==> src/rtl/nfc_stat_pkg.sv <==
package nfc_stat_pkg;
    localparam logic [7:0] STAT_OFS = 8'h04;
    localparam logic [7:0] IEN_OFS  = 8'h08;
    localparam int NEV     = 3;
    localparam int EV_B2R  = 0;
    localparam int EV_CMD  = 1;
    localparam int EV_DMA  = 2;
    localparam int BIT_FULL = 3;
    localparam int BIT_BUSY = 4;
    localparam int BIT_RB0  = 8;
    // flags that self-clear when a new command starts
    localparam logic [NEV-1:0] AUTO_CLR_MASK = 3'b110;
endpackage

==> src/rtl/nfc_rb_sync.sv <==
module nfc_rb_sync #(
    parameter int STAGES = 2
) (
    input  logic clk,
    input  logic rst_n,
    input  logic line_i,
    output logic level_o,
    output logic rise_o
);
    typedef struct packed {
        logic [STAGES-1:0] sh;
        logic              prev;
    } sync_st_t;

    sync_st_t st_d, st_q;

    always_comb begin
        st_d      = st_q;
        st_d.sh   = {st_q.sh[STAGES-2:0], line_i};
        st_d.prev = st_q.sh[STAGES-1];
    end

    always_ff @(posedge clk or negedge rst_n) begin
        if (!rst_n) begin
            st_q.sh   <= '1;
            st_q.prev <= 1'b1;
        end else begin
            st_q <= st_d;
        end
    end

    assign level_o = st_q.sh[STAGES-1];
    assign rise_o  = st_q.sh[STAGES-1] & ~st_q.prev;
endmodule

==> src/rtl/nfc_event_flags.sv <==
module nfc_event_flags
    import nfc_stat_pkg::*;
(
    input  logic           clk,
    input  logic           rst_n,
    input  logic [NEV-1:0] set_i,
    input  logic [NEV-1:0] w1c_i,
    input  logic           auto_clr_i,
    output logic [NEV-1:0] flags_o
);
    logic [NEV-1:0] flags_d, flags_q;
    logic [NEV-1:0] clr_d;

    always_comb begin
        clr_d   = w1c_i | (auto_clr_i ? AUTO_CLR_MASK : '0);
        // set has priority over any clear
        flags_d = set_i | (flags_q & ~clr_d);
    end

    always_ff @(posedge clk or negedge rst_n) begin
        if (!rst_n) flags_q <= '0;
        else        flags_q <= flags_d;
    end

    assign flags_o = flags_q;
endmodule

==> src/rtl/nfc_cmd_slot.sv <==
module nfc_cmd_slot #(
    parameter int DW = 32
) (
    input  logic          clk,
    input  logic          rst_n,
    input  logic          wr_i,
    input  logic [DW-1:0] data_i,
    input  logic          latch_i,
    output logic          full_o,
    output logic [DW-1:0] word_o,
    output logic          ovf_o
);
    typedef struct packed {
        logic          full;
        logic [DW-1:0] word;
        logic          ovf;
    } slot_st_t;

    slot_st_t st_d, st_q;

    always_comb begin
        st_d     = st_q;
        st_d.ovf = wr_i & st_q.full;
        if (!st_q.full) begin
            if (wr_i) begin
                st_d.full = 1'b1;
                st_d.word = data_i;
            end
        end else if (latch_i) begin
            st_d.full = 1'b0;
        end
    end

    always_ff @(posedge clk or negedge rst_n) begin
        if (!rst_n) st_q <= '0;
        else        st_q <= st_d;
    end

    assign full_o = st_q.full;
    assign word_o = st_q.word;
    assign ovf_o  = st_q.ovf;
endmodule

==> src/rtl/nfc_status_irq.sv <==
module nfc_status_irq
    import nfc_stat_pkg::*;
#(
    parameter int DW          = 32,
    parameter int AW          = 8,
    parameter int RB_LINES    = 2,
    parameter int SYNC_STAGES = 2,
    parameter int B2R_SEL     = 0
) (
    input  logic                clk,
    input  logic                rst_n,
    input  logic [RB_LINES-1:0] rb_line_i,
    input  logic                cmd_wr_i,
    input  logic [DW-1:0]       cmd_data_i,
    input  logic                cmd_latch_i,
    input  logic                cmd_start_i,
    input  logic                cmd_done_i,
    input  logic                dma_done_i,
    input  logic                reg_wr_i,
    input  logic [AW-1:0]       reg_addr_i,
    input  logic [DW-1:0]       reg_wdata_i,
    output logic [DW-1:0]       reg_rdata_o,
    output logic [DW-1:0]       cmd_word_o,
    output logic                irq_o,
    output logic                ovf_o
);
    localparam logic [RB_LINES-1:0] SEL_MASK = RB_LINES'(1) << B2R_SEL;

    typedef struct packed {
        logic [NEV-1:0] ien;
        logic           busy;
        logic           irq;
    } top_st_t;

    top_st_t        st_d, st_q;
    logic [RB_LINES-1:0] rb_lvl, rb_rise;
    logic [NEV-1:0] ev_set, ev_w1c, flags_q;
    logic           slot_full;
    logic           stat_sel, ien_sel;
    logic [DW-1:0]  stat_word;
    logic           unused_bits;

    for (genvar g = 0; g < RB_LINES; g++) begin : g_rb
        nfc_rb_sync #(.STAGES(SYNC_STAGES)) u_sync (
            .clk     (clk),
            .rst_n   (rst_n),
            .line_i  (rb_line_i[g]),
            .level_o (rb_lvl[g]),
            .rise_o  (rb_rise[g])
        );
    end

    assign stat_sel = (reg_addr_i == AW'(STAT_OFS));
    assign ien_sel  = (reg_addr_i == AW'(IEN_OFS));

    always_comb begin
        ev_set         = '0;
        ev_set[EV_B2R] = |(rb_rise & SEL_MASK);
        ev_set[EV_CMD] = cmd_done_i;
        ev_set[EV_DMA] = dma_done_i;
        ev_w1c         = (reg_wr_i && stat_sel) ? reg_wdata_i[NEV-1:0] : '0;
    end

    nfc_event_flags u_flags (
        .clk        (clk),
        .rst_n      (rst_n),
        .set_i      (ev_set),
        .w1c_i      (ev_w1c),
        .auto_clr_i (cmd_start_i),
        .flags_o    (flags_q)
    );

    nfc_cmd_slot #(.DW(DW)) u_slot (
        .clk     (clk),
        .rst_n   (rst_n),
        .wr_i    (cmd_wr_i),
        .data_i  (cmd_data_i),
        .latch_i (cmd_latch_i),
        .full_o  (slot_full),
        .word_o  (cmd_word_o),
        .ovf_o   (ovf_o)
    );

    always_comb begin
        st_d      = st_q;
        st_d.busy = cmd_start_i | (st_q.busy & ~cmd_done_i);
        st_d.irq  = |(flags_q & st_q.ien);
        if (reg_wr_i && ien_sel) st_d.ien = reg_wdata_i[NEV-1:0];
    end

    always_ff @(posedge clk or negedge rst_n) begin
        if (!rst_n) st_q <= '0;
        else        st_q <= st_d;
    end

    always_comb begin
        stat_word                          = '0;
        stat_word[NEV-1:0]                 = flags_q;
        stat_word[BIT_FULL]                = slot_full;
        stat_word[BIT_BUSY]                = st_q.busy;
        stat_word[BIT_RB0 +: RB_LINES]     = rb_lvl;
        if (stat_sel)     reg_rdata_o = stat_word;
        else if (ien_sel) reg_rdata_o = DW'(st_q.ien);
        else              reg_rdata_o = '0;
    end

    assign irq_o       = st_q.irq;
    assign unused_bits = ^{reg_wdata_i[DW-1:NEV], rb_rise & ~SEL_MASK};
endmodule


==> config.mk <==
export PLATFORM = sky130hd
export DESIGN_NAME = nfc_status_irq
export DESIGN_NICKNAME = d
export VERILOG_FILES = /design/src/rtl/nfc_stat_pkg.sv /design/src/rtl/nfc_rb_sync.sv /design/src/rtl/nfc_event_flags.sv /design/src/rtl/nfc_cmd_slot.sv /design/src/rtl/nfc_status_irq.sv
export SDC_FILE = /design/constraint.sdc
export NUM_CORES = 1
export LEC_CHECK = 0
export ABC_AREA = 0
export BUFFER_PORTS_ARGS = -buffer_cell sky130_fd_sc_hd__clkbuf_2
export CAP_MARGIN = 10
export CORE_MARGIN = 3
export CORE_UTILIZATION = 38
export DETAILED_ROUTE_END_ITERATION = 10
export GPL_TIMING_DRIVEN = 0
export PLACE_DENSITY = 0.77
export SYNTH_ARGS = -nofsm -noshare
export SYNTH_HDL_FRONTEND = slang
export SYNTH_HIERARCHICAL = 1
export SYNTH_SLANG_ARGS = --single-unit
==> constraint.sdc <==
create_clock -name clk -period 1.6 [get_ports clk]
set_input_delay 0.48 -clock clk [delete_from_list [all_inputs] [get_ports clk]]
set_output_delay 0.48 -clock clk [all_outputs]
set_load 0.05 [all_outputs]
# Word-level counts from Yosys, hierarchy flattened
# Cells that the tools add are included.
[op_classes] reduce_logical=4 n_mux=7 eq_ne=2 n_bitwise=12
[ops] cell="33-bit two-way mux" count=1
[ops] cell="32-bit two-way mux" count=1
[ops] cell="3-bit two-way mux" count=3
[ops] cell="8-bit by 3-bit == test with 1-bit output, second input constant" count=1
[ops] cell="8-bit by 4-bit == test with 1-bit output, second input constant" count=1
[ops] cell="3-bit bitwise AND" count=2
[ops] cell="3-bit OR" count=2
[ops] cell="1-bit bitwise AND" count=3
[ops] cell="1-bit inverter" count=3
[ops] cell="3-bit inverter" count=1
[ops] cell="3-bit OR reduction" count=1
[ops] cell="1-bit logical AND" count=2
[ops] cell="1-bit two-way mux" count=2
[ops] cell="2-bit AND reduction" count=1
[ops] cell="1-bit OR" count=1
[word_totals] regBits=47 word_cells=35

# Longest topological paths before layout
# Gate-level depths: netlist of run 1.
[logic_depth] depth_word=7 depth_mapped=5

# Cells and area by module
# The synthesis of run 1 kept the hierarchy.
[modules_own_cells] module="nfc_cmd_slot" area_each_um2=1412.6 cells_per_inst=74 n_inst=1
[modules_own_cells] module="nfc_status_irq" area_each_um2=514.2 cells_per_inst=58 n_inst=1
[modules_own_cells] module="nfc_rb_sync" area_each_um2=92.6 cells_per_inst=4 n_inst=2
[modules_own_cells] module="nfc_event_flags" area_each_um2=108.9 cells_per_inst=9 n_inst=1

# Worst setup path before layout of run 1
# Ideal clock, no wire load.
[synth_timing] kind="input to output" from="input reg_addr_i[1]" to="output reg_rdata_o[0]" path_buffers=0 arrival_time_ns=1.566 setup_slack_ns=-0.446 required_time_ns=1.120 stages=3 path_cell_list="nor4_4 nand2_1 nor2_1"
[synth_via] elab_chain_cells=3 elab_cells_between_ends=4 cone_classes="eq/ne (2); mux (2)"
[synth_rtl] element="start, declared" line="nfc_status_irq.sv:20" text="input logic [AW-1:0] reg_addr_i,"
[synth_rtl] element="8-bit by 4-bit == test with 1-bit output" line="nfc_status_irq.sv:54" text="assign ien_sel = (reg_addr_i == AW'(IEN_OFS));"
[synth_rtl] element="3-bit two-way mux" line="nfc_status_irq.sv:103" text="else if (ien_sel) reg_rdata_o = DW'(st_q.ien);"
[synth_rtl] element="32-bit two-way mux *" line="nfc_status_irq.sv:102" text="if (stat_sel) reg_rdata_o = stat_word;"
[synth_rtl] element="end, declared" line="nfc_status_irq.sv:22" text="output logic [DW-1:0] reg_rdata_o,"
# Mark *: on every way between the ends. The rest lies on a longest branch, timed or not.

# Final worst setup path of run 1
[layout_timing] from="input reg_addr_i[1]" to="output reg_rdata_o[9]"
[layout_via] elab_chain_cells=2
[layout_rtl] element="8-bit by 3-bit == test with 1-bit output" line="nfc_status_irq.sv:53" text="assign stat_sel = (reg_addr_i == AW'(STAT_OFS));"
[layout_rtl] element="32-bit two-way mux" line="nfc_status_irq.sv:102"
# No other way between the ends.

==> results of run 1 <==
==> flip-flops by register name (all words and copies together), names as in the netlist <==
register / flops
g_rb.u_sync/level_o: 2
u_slot/word_o: 32
st_q: 4
u_slot/full_o: 1
g_rb.u_sync/st_q: 1
u_flags/flags_o: 3
u_slot/ovf_o: 1
irq_o: 1
g_rb.u_sync/st_d: 2
==> power by group through the flow <==
stage | combinational (W) | sequential [W] | clock [W]
floorplan | 0.000598 | 0.00234 | 0
global placement | 0.00173 | 0.00157 | 0
detailed placement | 0.00175 | 0.00158 | 0
CTS | 0.00176 | 0.00157 | 0.000812
global route | 0.00182 | 0.00160 | 0.000859
finish | 0.00175 | 0.00157 | 0.000775
==> cell type report <==
type                            instances  area [µm²]  share of cell area (%)
Timing Repair Buffer                   96       616.8                   19.77
Tap cell                               70       87.58                   2.807
Buffer                                 29       254.0                   8.140
Clock buffer                            7       96.34                   3.087
Sequential cell                        47        1182                   37.89
Clock inverter                          1       7.507                  0.2406
Multi-Input combinational cell         92       864.6                   27.71
Inverter                                3       11.26                  0.3609
==> per-stage QoR <==
stage / instance area, µm² / instances / setup WS, ns / util (%)
2_1_floorplan: 2310 / 171 / -0.1638 / -
3_3_place_gp: 2863 / 334 / -0.5242 / 53.66
3_5_place_dp: 2863 / 334 / -0.5434 / 53.66
4_1_cts: 3088 / 344 / -0.3546 / 57.88
5_1_grt: 3120 / 345 / -0.3635 / 58.49
6_report: 3120 / 345 / -0.3306 / 58.49
==> layer usage <==
metal | up-vias | part of all wire (%) | global-route usage [%]
li1 | 698 | - | -
met4 | 0 | 0.42 | 5.482
met2 | 80 | 52 | 23.67
met1 | 698 | 38 | 16.03
met5 | - | 0 | 0
met3 | 2 | 9.5 | 3.728
==> worst max-delay path by stage <==
stage	end	slack (ns)	cells after the start
global placement	reg_rdata_o[3]	-0.52	5
global route	reg_rdata_o[8]	-0.36	5
CTS	reg_rdata_o[9]	-0.35	5
floorplan	reg_rdata_o[3]	-0.16	3
finish	reg_rdata_o[9]	-0.33	5
detailed placement	reg_rdata_o[9]	-0.54	5
==> cell usage in the layout, fill, tap and decap left out, drive strengths merged, types with 3 or more instances in the layout <==
cell type and n:
inv 3, nor2b 4, dfrtp 42, and3 4, a21o 4, clkbuf 96
mux2 35, a22oi 3, conb 25, dfstp 5, buf 36, nor2 7
and2 5
==> what timing repair did <==
action / in CTS / in global routing
setup endpoints to repair: 7 / 7
hold buffers: 0 / 0
gates resized for setup: 18 / 5
pin swaps: 2 / 2
setup buffers: 2 / 0
==> impl_metrics.toml, run 1 <==
[run_status]
status = "complete, but fails checks"
failed_checks = "setup timing"

[route]
vias_per_cell = 4.284
ant_nets = 0
drtIter0Drc = 24
wl_mm = 4.526
wl_per_cell_um = 13.12
drcViolationCount = 0
vias = 1478
first_pass_iters = 5

[global_route]
antenna_found_initial = 0
grt_pass1_vias = 1525
grt_start_max_net_pins = 48
gr-total-overflow = 0
grt_pass1_wl_mm = 7.038
grt_util_all_layers_pct = 13.69

[pwr]
pwr-share-comb_pct = 42.8
pwr-share-clk_pct = 18.9
vdd_drop_max_uv = 837.8
p_int_w = 0.002392
p_total_w = 0.004092
netSwitchingPower_w = 0.001700
power.static_leakage_nw = 1.663
seq_power_share_pct = 38.3
switching_share_pct = 41.55
p_per_area_nw_per_um2 = 1311

[yosys]
yosysWarningCount = 6
synth_area_per_cell_um2 = 14.84
syn_inst = 147
syn-cell-area_um2 = 2181

[placement]
io_buffers = 93
gp_congestion = 0.6668
place_hpwl_mm = 3.396

[timing]
setup_slack_ns = -0.3306
period_needed_ns = 1.931
finalSetupViolCount = 7
slew_violations = 0
skew_ns = 0.008877
hold_viol = 0
timing.fmax_mhz = 518.0
hold_slack_ns = 0.1051
setup_tns_ns = -2.131
grt_setup_unrepaired = "yes"
period_share_pct = 120.7

[die]
die_y_um = 81.76
pin_count = 148
core_area_um2 = 5335
die-area_um2 = 6684
initial_core_util_pct = 40.88
num_rows = 26
die_w_um = 81.76

[worst_setup_path]
r2r_setup_slack_ns = 0.27
timing.rr.end = "u_slot/word_o[29]"
path_cells = "buf_6, nor4_4, and3_4, and2_4, clkbuf_16"
cp-start-kind = "primary input"
crit_family = "simple AND/OR/NAND/NOR gates"
critPathRequiredTime_ns = 1.12
crit_buf_inv = 2
worstPathMaxFanout = 7
reg2regPathDepth = 4
cp_slowest_cell = "nor4_4"
reg2reg_from = "u_slot/full_o"
crit_path_end_kind = "output port"
crit_start = "reg_addr_i[1]"
arrival_ns = 1.45
slowest_delay_ns = 0.28
crit_type = "primary input to output port"

[cells_and_area]
drive_gt1_share_pct = 66.91
areaGrowthSynthToFinish_pct = 43.09
layout.nets = 356
diodes = 0
fillCellCount = 452

[clock_network]
insertion_delay_ns = 0.29
numCtsBuffers = 5
cts_tree = "done"
cts.sinks = 47
cts.clk_slew.worst_paths_ns = 0.08
htree_num_levels = 2
cts_buffer_depth = 2
clockRootBuffer = "clkbuf_8"

[flow_run]
maxCapViolCount = 0

[min_path]
hold_path_class = "primary input to async pin"
Power figures use the tool's default switching activity.
==> run 2: changes to the inputs <==
--- a/config.mk
+++ b/config.mk
@@ -8,11 +8,13 @@
 export ABC_AREA = 0
 export BUFFER_PORTS_ARGS = -buffer_cell sky130_fd_sc_hd__clkbuf_2
 export CAP_MARGIN = 10
+export CELL_PAD_IN_SITES_DETAIL_PLACEMENT = 1
+export CELL_PAD_IN_SITES_GLOBAL_PLACEMENT = 1
 export CORE_MARGIN = 3
-export CORE_UTILIZATION = 38
+export CORE_UTILIZATION = 28
 export DETAILED_ROUTE_END_ITERATION = 10
 export GPL_TIMING_DRIVEN = 0
-export PLACE_DENSITY = 0.77
+export PLACE_DENSITY_LB_ADDON = 0.1
 export SYNTH_ARGS = -nofsm -noshare
 export SYNTH_HDL_FRONTEND = slang
 export SYNTH_HIERARCHICAL = 1
==> run 2 against run 1 <==
Against the previous run: combinational power is essentially flat; global-route usage shrank 2.7 points; hold slack lost 0.0011 ns; sequential share of layout area shrank 0.86 points; critical path depth is the same; critical path type unchanged; the flow still finishes with violations (setup timing); non-clock buffer count grew 1.
==> impl_metrics.toml, run 2 (synthesis results as in run 1) <==
[run_status]
status = "complete, but fails checks"
failed_checks = "setup timing"

[worst_setup_path]
crit_type = "primary input to output port"
crit_buf_inv = 2
cp_slowest_cell = "nor4_4"
timing.rr.end = "u_slot/word_o[29]"
critPathRequiredTime_ns = 1.12
reg2regPathDepth = 4
cp-start-kind = "primary input"
r2r_setup_slack_ns = 0.27
slowest_delay_ns = 0.27
reg2reg_from = "u_slot/full_o"
worstPathMaxFanout = 7
crit_family = "simple AND/OR/NAND/NOR gates"
path_cells = "buf_6, nor4_4, and3_4, and2_4, clkbuf_16"
arrival_ns = 1.44
crit_path_end_kind = "output port"

[cells_and_area]
final_common_cell = "clkbuf_2"
final_cell_mix = "clkbuf_2, dfrtp_1, mux2_4"
layout.nets = 357
drive_gt1_share_pct = 66.67
diodes = 0
areaGrowthSynthToFinish_pct = 46.41
largest_reg_flops = 32
final_cells = 375

[clock_network]
insertion_delay_ns = 0.29
htree_num_levels = 2
clockRootBuffer = "clkbuf_8"
cts_buffer_depth = 2
cts.clk_slew.worst_paths_ns = 0.09
cts.sinks = 47
numCtsBuffers = 5
cts_tree = "done"

[pwr]
p_per_area_nw_per_um2 = 1357
power.static_leakage_nw = 1.684
vdd_drop_max_uv = 571.9

[timing]
timing.fmax_mhz = 520.9
period_share_pct = 120.0
period_needed_ns = 1.920
setup_tns_ns = -2.046
setup_slack_ns = -0.3198
skew_ns = 0.006616
hold_viol = 0
slew_violations = 0
finalSetupViolCount = 7
grt_setup_unrepaired = "yes"

[route]
first_pass_iters = 5
ant_nets = 0
vias = 1483
dr.max_layer_used = "met4"
drt-met1-wl_mm = 2.060
vias_per_cell = 3.955
wl_per_cell_um = 12.95
drcViolationCount = 0
dr_wl_met3_um = 567
route.met2.wl_mm = 2.152
wl_mm = 4.855
drtIter0Drc = 24

[die]
die_y_um = 94.26
die-area_um2 = 8884
num_rows = 31
pin_count = 148
core_area_um2 = 7408
initial_core_util_pct = 29.44
die_w_um = 94.26

[global_route]
grt_pass1_wl_mm = 7.534
antenna_found_initial = 0
grt_start_max_net_pins = 48
grt_pass1_vias = 1533
gr-total-overflow = 0
grt_util_all_layers_pct = 11.01

[placement]
place_hpwl_mm = 3.725
dpl.cell_count = 363
gp_congestion = 0.6858
io_buffers = 93

[min_path]
hold_path_class = "primary input to async pin"

[flow_run]
maxCapViolCount = 0
==> run 2: repair_timing <==
action,in CTS,in global routing
gates resized for setup,18,6
endpoints found under the hold margin,0,0
hold buffers,0,0
cloned,0,0
pin swaps,1,2
buffers inserted,2,1
endpoints found under the setup margin,7,7
==> run 2: report_power, final <==
group	leakage, nW	switching [W]	internal [W]
sequential	0.546	0.000138	0.00143
clock	0.0654	0.000396	0.000625
combinational	1.07	0.00118	0.000572
==> run 2: how the worst max path moves through the flow <==
| stage | startpoint | to | depth (start not counted) |
|---|---|---|---|
| 3_5_place_dp | reg_addr_i[1] | reg_rdata_o[3] | 5 |
| 3_3_place_gp | reg_addr_i[1] | reg_rdata_o[3] | 5 |
| 4_1_cts | reg_addr_i[4] | reg_rdata_o[3] | 5 |
| 5_1_grt | reg_addr_i[1] | reg_rdata_o[3] | 5 |
| 6_report | reg_addr_i[1] | reg_rdata_o[3] | 5 |
| 2_1_floorplan | reg_addr_i[1] | reg_rdata_o[3] | 3 |
==> run 2: through the flow <==
| step | area (µm²) | total power, W | worst slack (ns) | hold slack, ns | util, % |
|---|---|---|---|---|---|
| floorplan | 2310 | 0.002937 | -0.1638 | 0.1844 | - |
| global placement | 2899 | 0.003322 | -0.5375 | 0.3461 | 39.13 |
| detailed placement | 2899 | 0.003335 | -0.5384 | 0.3475 | 39.13 |
| CTS | 3153 | 0.004394 | -0.3515 | 0.2430 | 42.56 |
| global route | 3193 | 0.004549 | -0.3848 | 0.1017 | 43.10 |
| finish | 3193 | 0.004333 | -0.3198 | 0.1040 | 43.10 |
==> run 2: worst reg2reg max path: cells and delay by family (launching register included) <==
kind	cells	cell delay, ns
flops	1	0.43
buf+inv	2	0.32
mux	1	0.31
simple gates	1	0.16
==> run 2: layer usage <==
metal	global-route usage, %	vias to the layer above
li1	-	702
met1	13.73	692
met2	16.90	81
met3	5.128	8
met4	3.369	0
met5	0	-
==> run 2: final cells by class <==
type | count | area (µm²)
Clock inverter | 2 | 60.06
Timing Repair Buffer | 97 | 624.3
Sequential cell | 47 | 1182
Multi-Input combinational cell | 92 | 864.6
Tap cell | 99 | 123.9
Inverter | 3 | 11.26
Fill cell | 818 | 4215
Buffer | 29 | 254.0
Clock buffer | 6 | 72.57
